### src/rtl/arb_pkg.sv
// Package: shared encodings for the bus ownership arbiter.
// Assumes a three-member ring below an always-first refresh requester.
package arb_pkg;
    localparam int RING_N = 3;
    localparam int RING_W = $clog2(RING_N);
    localparam int REQ_N  = RING_N + 1;

    typedef enum logic [1:0] {
        MODE_FIXED  = 2'd0,
        MODE_LOWSEL = 2'd1,
        MODE_ROTATE = 2'd2,
        MODE_FIXED2 = 2'd3
    } prio_mode_e;

    typedef enum logic [1:0] {
        ST_IDLE = 2'd0,
        ST_ASK  = 2'd1,
        ST_OWN  = 2'd2,
        ST_DROP = 2'd3
    } arb_state_e;
endpackage

### src/rtl/arb_ring_pick.sv
// Module: arb_ring_pick
// Picks one ring member, starting just after the member named lowest and
// walking circularly. Purely combinational. Assumes lowest < N.
module arb_ring_pick #(
    parameter int N = 3,
    parameter int W = $clog2(N)
) (
    input  logic [N-1:0] req,
    input  logic [W-1:0] lowest,
    output logic [N-1:0] grant
);
    // Walk the ring from the member after `lowest` and take the first request.
    always_comb begin
        logic found;
        grant = '0;
        found = 1'b0;
        for (int s = 0; s < N; s++) begin
            int idx;
            idx = (int'(lowest) + 1 + s) % N;
            if (!found && req[idx]) begin
                grant[idx] = 1'b1;
                found      = 1'b1;
            end
        end
    end
endmodule

### src/rtl/arb_rot_ptr.sv
// Module: arb_rot_ptr
// Holds the rotating-mode lowest ring member. Reset places member N-1 lowest.
// Assumes upd is a single-cycle pulse at a ring grant.
module arb_rot_ptr #(
    parameter int N = 3,
    parameter int W = $clog2(N)
) (
    input  logic         clk,
    input  logic         rst_n,
    input  logic         upd,
    input  logic [W-1:0] win_idx,
    output logic [W-1:0] low_idx
);
    // Load the newly granted member as lowest.
    always_ff @(posedge clk) begin
        if (!rst_n) low_idx <= W'(N - 1);
        else if (upd) low_idx <= win_idx;
    end

    // the pointer moves only on a rotating-mode ring grant
    a_r5_ptr_moves_on_grant: assert property (@(posedge clk) disable iff (!rst_n)
        !upd |=> $stable(low_idx));
    // the pointer always names a ring member
    a_r5_ptr_in_range: assert property (@(posedge clk) disable iff (!rst_n)
        int'(low_idx) < N);
endmodule

### src/rtl/arb_handshake.sv
// Module: arb_handshake
// Hold handshake with the core and grant ownership tracking. Grants the
// one-hot `pick` once hold_ack is seen, keeps the owner until its request
// drops, then re-arbitrates or returns the bus. Assumes the core keeps
// hold_ack high while hold_req is high.
module arb_handshake
    import arb_pkg::*;
#(
    parameter int NREQ = 4
) (
    input  logic            clk,
    input  logic            rst_n,
    input  logic [NREQ-1:0] req,
    input  logic [NREQ-1:0] pick,
    input  logic            hold_ack,
    output logic            hold_req,
    output logic            grant_evt,
    output logic [NREQ-1:0] ack
);
    arb_state_e state;
    logic       any_req;
    logic       owner_on;
    logic       others_on;

    assign any_req   = |req;
    assign owner_on  = |(ack & req);
    assign others_on = |(req & ~ack);
    assign hold_req  = (state == ST_ASK) || (state == ST_OWN);
    assign grant_evt = (state == ST_ASK) && hold_ack && any_req;

    // Sequence idle, ask, own and drop, and register the acknowledges.
    always_ff @(posedge clk) begin
        if (!rst_n) begin
            state <= ST_IDLE;
            ack   <= '0;
        end else begin
            case (state)
                ST_IDLE: if (any_req) state <= ST_ASK;
                ST_ASK: begin
                    if (!any_req) state <= ST_DROP;
                    else if (hold_ack) begin
                        ack   <= pick;
                        state <= ST_OWN;
                    end
                end
                ST_OWN: begin
                    if (!owner_on) begin
                        ack   <= '0;
                        state <= others_on ? ST_ASK : ST_DROP;
                    end
                end
                default: if (!hold_ack) state <= ST_IDLE;
            endcase
        end
    end

    // an acknowledge appears only after the core released the bus
    a_r1_ack_after_hold: assert property (@(posedge clk) disable iff (!rst_n)
        $rose(|ack) |-> $past(hold_ack));
    // never two owners
    a_r6_single_owner: assert property (@(posedge clk) disable iff (!rst_n)
        $onehot0(ack));
    // the owner keeps the bus while it still asks
    a_r7_no_preempt: assert property (@(posedge clk) disable iff (!rst_n)
        (|(ack & req)) |=> ack == $past(ack));
    // a released owner loses its acknowledge next cycle
    a_r8_release: assert property (@(posedge clk) disable iff (!rst_n)
        (|(ack & ~req)) |=> ack == '0);
    // hold is re-raised only after the core dropped hold_ack
    a_r9_rehold: assert property (@(posedge clk) disable iff (!rst_n)
        $rose(hold_req) |-> !$past(hold_ack));
endmodule

### src/rtl/busown_arbiter.sv
// Module: busown_arbiter
// Top of the shared bus ownership arbiter: refresh above a three-member
// ring whose order is fixed, programmed by its lowest member, or rotated
// after each ring grant. Assumes settings inputs are synchronous to clk.
module busown_arbiter
    import arb_pkg::*;
(
    input  logic       clk,
    input  logic       rst_n,
    input  logic       refresh_req,
    input  logic       dma0_req,
    input  logic       dma1_req,
    input  logic       xmst_req,
    input  logic [1:0] prio_mode,
    input  logic [1:0] low_sel,
    input  logic       hold_ack,
    output logic       hold_req,
    output logic       refresh_ack,
    output logic       dma0_ack,
    output logic       dma1_ack,
    output logic       xmst_ack
);
    logic [RING_N-1:0] ring_req;
    logic [RING_N-1:0] ring_grant;
    logic [RING_W-1:0] low_eff;
    logic [RING_W-1:0] rot_low;
    logic [RING_W-1:0] win_idx;
    logic [REQ_N-1:0]  all_req;
    logic [REQ_N-1:0]  pick;
    logic [REQ_N-1:0]  ack;
    logic              grant_evt;
    logic              rot_upd;
    prio_mode_e        mode;

    assign mode     = prio_mode_e'(prio_mode);
    assign ring_req = {xmst_req, dma1_req, dma0_req};
    assign all_req  = {ring_req, refresh_req};

    // Choose the lowest ring member for the current mode.
    always_comb begin
        case (mode)
            MODE_LOWSEL: low_eff = (int'(low_sel) >= RING_N) ? RING_W'(RING_N - 1)
                                                             : RING_W'(low_sel);
            MODE_ROTATE: low_eff = rot_low;
            default:     low_eff = RING_W'(RING_N - 1);
        endcase
    end

    arb_ring_pick #(.N(RING_N), .W(RING_W)) u_pick (
        .req    (ring_req),
        .lowest (low_eff),
        .grant  (ring_grant)
    );

    // Refresh overrides the ring choice.
    assign pick = refresh_req ? REQ_N'(1) : {ring_grant, 1'b0};

    // Encode the ring winner index for the rotation pointer.
    always_comb begin
        win_idx = '0;
        for (int i = 0; i < RING_N; i++)
            if (ring_grant[i]) win_idx = RING_W'(i);
    end

    assign rot_upd = grant_evt && (mode == MODE_ROTATE) && !refresh_req;

    arb_rot_ptr #(.N(RING_N), .W(RING_W)) u_rot (
        .clk     (clk),
        .rst_n   (rst_n),
        .upd     (rot_upd),
        .win_idx (win_idx),
        .low_idx (rot_low)
    );

    arb_handshake #(.NREQ(REQ_N)) u_hs (
        .clk       (clk),
        .rst_n     (rst_n),
        .req       (all_req),
        .pick      (pick),
        .hold_ack  (hold_ack),
        .hold_req  (hold_req),
        .grant_evt (grant_evt),
        .ack       (ack)
    );

    assign refresh_ack = ack[0];
    assign dma0_ack    = ack[1];
    assign dma1_ack    = ack[2];
    assign xmst_ack    = ack[3];

    // a decision taken with refresh pending grants refresh
    a_r2_refresh_wins: assert property (@(posedge clk) disable iff (!rst_n)
        (grant_evt && refresh_req) |=> refresh_ack);
    // fixed mode with channel 0 pending never grants another ring member
    a_r3_fixed_ch0_first: assert property (@(posedge clk) disable iff (!rst_n)
        (grant_evt && !refresh_req && dma0_req &&
         (mode == MODE_FIXED || mode == MODE_FIXED2)) |=> dma0_ack);
    // programmed mode with external master lowest behaves as fixed order
    a_r4_lowsel_ch0_first: assert property (@(posedge clk) disable iff (!rst_n)
        (grant_evt && !refresh_req && dma0_req && mode == MODE_LOWSEL &&
         low_sel[1]) |=> dma0_ack);
    // reset leaves no owner and no hold
    a_r11_reset_quiet: assert property (@(posedge clk)
        !rst_n |=> (ack == '0) && !hold_req);
endmodule

### config.mk
export PLATFORM = sky130hd
export DESIGN_NAME = busown_arbiter
export DESIGN_NICKNAME = d
export VERILOG_FILES = /design/src/rtl/arb_pkg.sv /design/src/rtl/arb_ring_pick.sv /design/src/rtl/arb_rot_ptr.sv /design/src/rtl/arb_handshake.sv /design/src/rtl/busown_arbiter.sv
export SDC_FILE = /design/constraint.sdc
export NUM_CORES = 1
export LEC_CHECK = 0
export BUFFER_PORTS_ARGS = -buffer_cell sky130_fd_sc_hd__buf_2
export CORE_MARGIN = 2
export CORE_UTILIZATION = 47
export DETAILED_ROUTE_END_ITERATION = 12
export PLACE_DENSITY = 0.74
export SKIP_CTS_REPAIR_TIMING = 1
export SLEW_MARGIN = 30
export SYNTH_ARGS = -nofsm -noshare
export SYNTH_HDL_FRONTEND = slang
export SYNTH_HIERARCHICAL = 1
export SYNTH_SLANG_ARGS = --single-unit
export TNS_END_PERCENT = 20
### constraint.sdc
create_clock -name clk -period 2.9 [get_ports clk]
set_clock_uncertainty 0.15 [all_clocks]
set_input_delay 0.29 -clock clk [delete_from_list [all_inputs] [get_ports clk]]
set_output_delay 0.29 -clock clk [all_outputs]
set_load 0.03 [all_outputs]
==> results.sh <==
export IMPL_clockBufferDepth=2
export IMPL_dp_cells=151
export IMPL_relSlewSlack_pct=66.8
export IMPL_power_density_nw_per_um2=524
export IMPL_fp_dieW_um=48.1
export IMPL_core_area_um2=1780
export IMPL_syn_num_nets=135
export IMPL_hold_violations=0
export IMPL_internal_power_uw=303
export IMPL_ys_seq_area_share_pct=17.5
export IMPL_drc=0
export IMPL_cp_max_fo=11
export IMPL_worstMarginPinSlew_ps=496
export IMPL_area_growth_pct=12.3
export IMPL_slew_viol_final=0
export IMPL_ys_types=38
export IMPL_worstRegToRegCells=10
export IMPL_floorplan_rows=15
export IMPL_multi_input_area_um2=682
export IMPL_drive_above_1_share_pct=18.6
export IMPL_startpoint_type="primary input"
export IMPL_maxCapViolations=0
export IMPL_cts_root_buf="clkbuf_4"
export IMPL_globalRoute_totalOverflow=0
export IMPL_syn_inst=113
export IMPL_final_util_pct=57.6
export IMPL_placed_area_um2=1000
export IMPL_antenna_found_initial=0
export IMPL_status="finished clean"
export IMPL_syn_area_per_cell_um2=8.09
export IMPL_wirelength_mm=1.83
export IMPL_synth_top_area_share_pct=17.5
export IMPL_synth_seq_cells=8
export IMPL_nFillCells=175
export IMPL_synth_async_reset_ratio_pct=0
export IMPL_first_pass_iters=4
export IMPL_power_frac_seq_pct=27.5
export IMPL_path_clk_slew_ps=40
export IMPL_finalSetupViolCount=0
export IMPL_drt_iter0_drc=23
export IMPL_register_area_um2=160
export IMPL_fp_dieArea_um2=2320
export IMPL_end_kind="flip-flop"
export IMPL_clock_fmax_mhz=390
export IMPL_stdcell_area_um2=1030
export IMPL_yosysWarnings=6
export IMPL_numCtsBuffers=3
export IMPL_required_ps=2940
export IMPL_ant_nets=0
export IMPL_arrival_ps=2610
export IMPL_synth_commonest_cells="13 x inv_1, 11 x ha_1, 9 x nand2_1"
export IMPL_comb_power_share_pct=57.4
export IMPL_hold_depth=2
export IMPL_worst_hold_slack_ps=132
export IMPL_synth_cell_area_um2=915
export IMPL_grt_pass1_vias=718
export IMPL_start_util_pct=51.3
export IMPL_peakVddDrop_mv=0.486
export IMPL_die_h_um=48.1
export IMPL_cts_tree="built"
export IMPL_synth_most_common_cell="inv_1"
export IMPL_grt_use_total_pct=19.3
export IMPL_fin_crit_ps=2560
export IMPL_synthTopCellsByArea="dfxtp_1 18%, ha_1 15%, mux2i_1 6.6%"
export IMPL_num_antenna_cells=0
export IMPL_post_route_period_util_pct=88.4
export IMPL_rsz0062_at_grt="false"
export IMPL_synth_edf_count=0
export IMPL_final_cells=154
export IMPL_synth_area_leader_cell="dfxtp_1"
export IMPL_h_tree_depth=1
export IMPL_drt_vias_per_instance=5.57
export IMPL_vias=858
export IMPL_place_gp_congestion=0.913
export IMPL_fin_setup_tns_ps=0
export IMPL_min_path_type="primary input to flip-flop"
export IMPL_leakage_nw=0.446
export IMPL_insertion_delay_ps=250
export IMPL_fin_nets=153
export IMPL_worstSetupPathType="primary input to flip-flop"
export IMPL_ios=16
export IMPL_clock_sinks=8
export IMPL_swShare_pct=43.8
export IMPL_dp_hpwl_mm=1.44
export IMPL_pwr_share_clk_pct=15.1
export IMPL_grt_pass1_wl_mm=3.04
export IMPL_grt_max_degree=12
export IMPL_synth_ff_type="dfxtp_1"
export IMPL_wire_per_inst_um=11.9
export IMPL_switchingPower_uw=236
export IMPL_io_buffers=15
## power groups by stage
stage / combinational [mW] / sequential (mW) / clock [mW]
final: 0.309 / 0.148 / 0.0816
after global routing: 0.342 / 0.151 / 0.0915
after CTS: 0.308 / 0.148 / 0.0871
after detailed placement: 0.306 / 0.150 / 0
after global placement: 0.303 / 0.149 / 0
after floorplan: 0.238 / 0.153 / 0
## metal layers
metal,global-route usage (%),share of wire (%)
met3,3.33,3.9
met2,30.4,44
met5,0,0
met1,24.7,49
met4,11.4,2.5
## worst paths after layout
check / end / from / slack, ps
worst max-delay path: u_hs/ack[3] / prio_mode[0] / 340
worst min-delay path: u_rot/low_idx[1] / rst_n / 130
worst max register to register: u_hs/ack[3] / u_rot/low_idx[0] / 420
worst min register to register: u_rot/low_idx[1] / u_rot/low_idx[1] / 330
## placed cells by master (no fill, tap or decap), types with 2 or more instances in the layout
cell type / Yosys / layout
o21a_1: 4 / 4
nor2b_1: 6 / 6
and2_1: 5 / 5
ha_1: 11 / 11
mux2i_1: 6 / 6
a22oi_1: 2 / 2
nand3b_1: 4 / 4
a21oi_1: 8 / 8
buf_2: 1 / 15
inv_1: 13 / 13
nand2_1: 9 / 9
o22ai_1: 5 / 5
dfxtp_1: 8 / 8
nor2_1: 3 / 3
and3_1: 2 / 2
a21boi_0: 4 / 4
clkbuf_4: 0 / 3
## cells by family (layout without fill, tap and decap cells)
kind of cell | after synthesis | after routing | synth area share [%]
buffers and inverters | 16 | 32 | 7.93
adder cells (fa/ha/maj) | 11 | 11 | 15.0
AND/OR/NAND/NOR | 36 | 36 | 24.5
multiplexers | 6 | 6 | 6.57
AO/OA/AOI/OAI | 36 | 36 | 28.5
flip-flops | 8 | 8 | 17.5
## flip-flops by register name, indices dropped and copies added (netlist names)
| name | cells |
|---|---|
| u_hs/ack | 4 |
| u_hs/state | 2 |
| u_rot/low_idx | 2 |
## stage by stage
step           worst slack, ps  power (mW)
2_1_floorplan              483       0.392
4_1_cts                    351       0.543
3_3_place_gp               154       0.451
5_1_grt                    113       0.585
3_5_place_dp               105       0.456
6_report                   337       0.539
## cell type report
type	count	share of cell area (%)
Clock buffer	3	2.19
Multi-Input combinational cell	89	66.4
Timing Repair Buffer	16	8.04
Tap cell	25	3.05
Inverter	13	4.75
Sequential cell	8	15.6
## critical path, stage by stage
cell     delay [ps]
buf_2            90
inv_1            40
ha_1            300
a21oi_1         230
inv_1           120
ha_1            320
buf_4           180
and2_1          140
o32ai_1         470
nor2b_1         190
and2_1          130
o21a_1          120
Power figures use the tool's default switching activity.
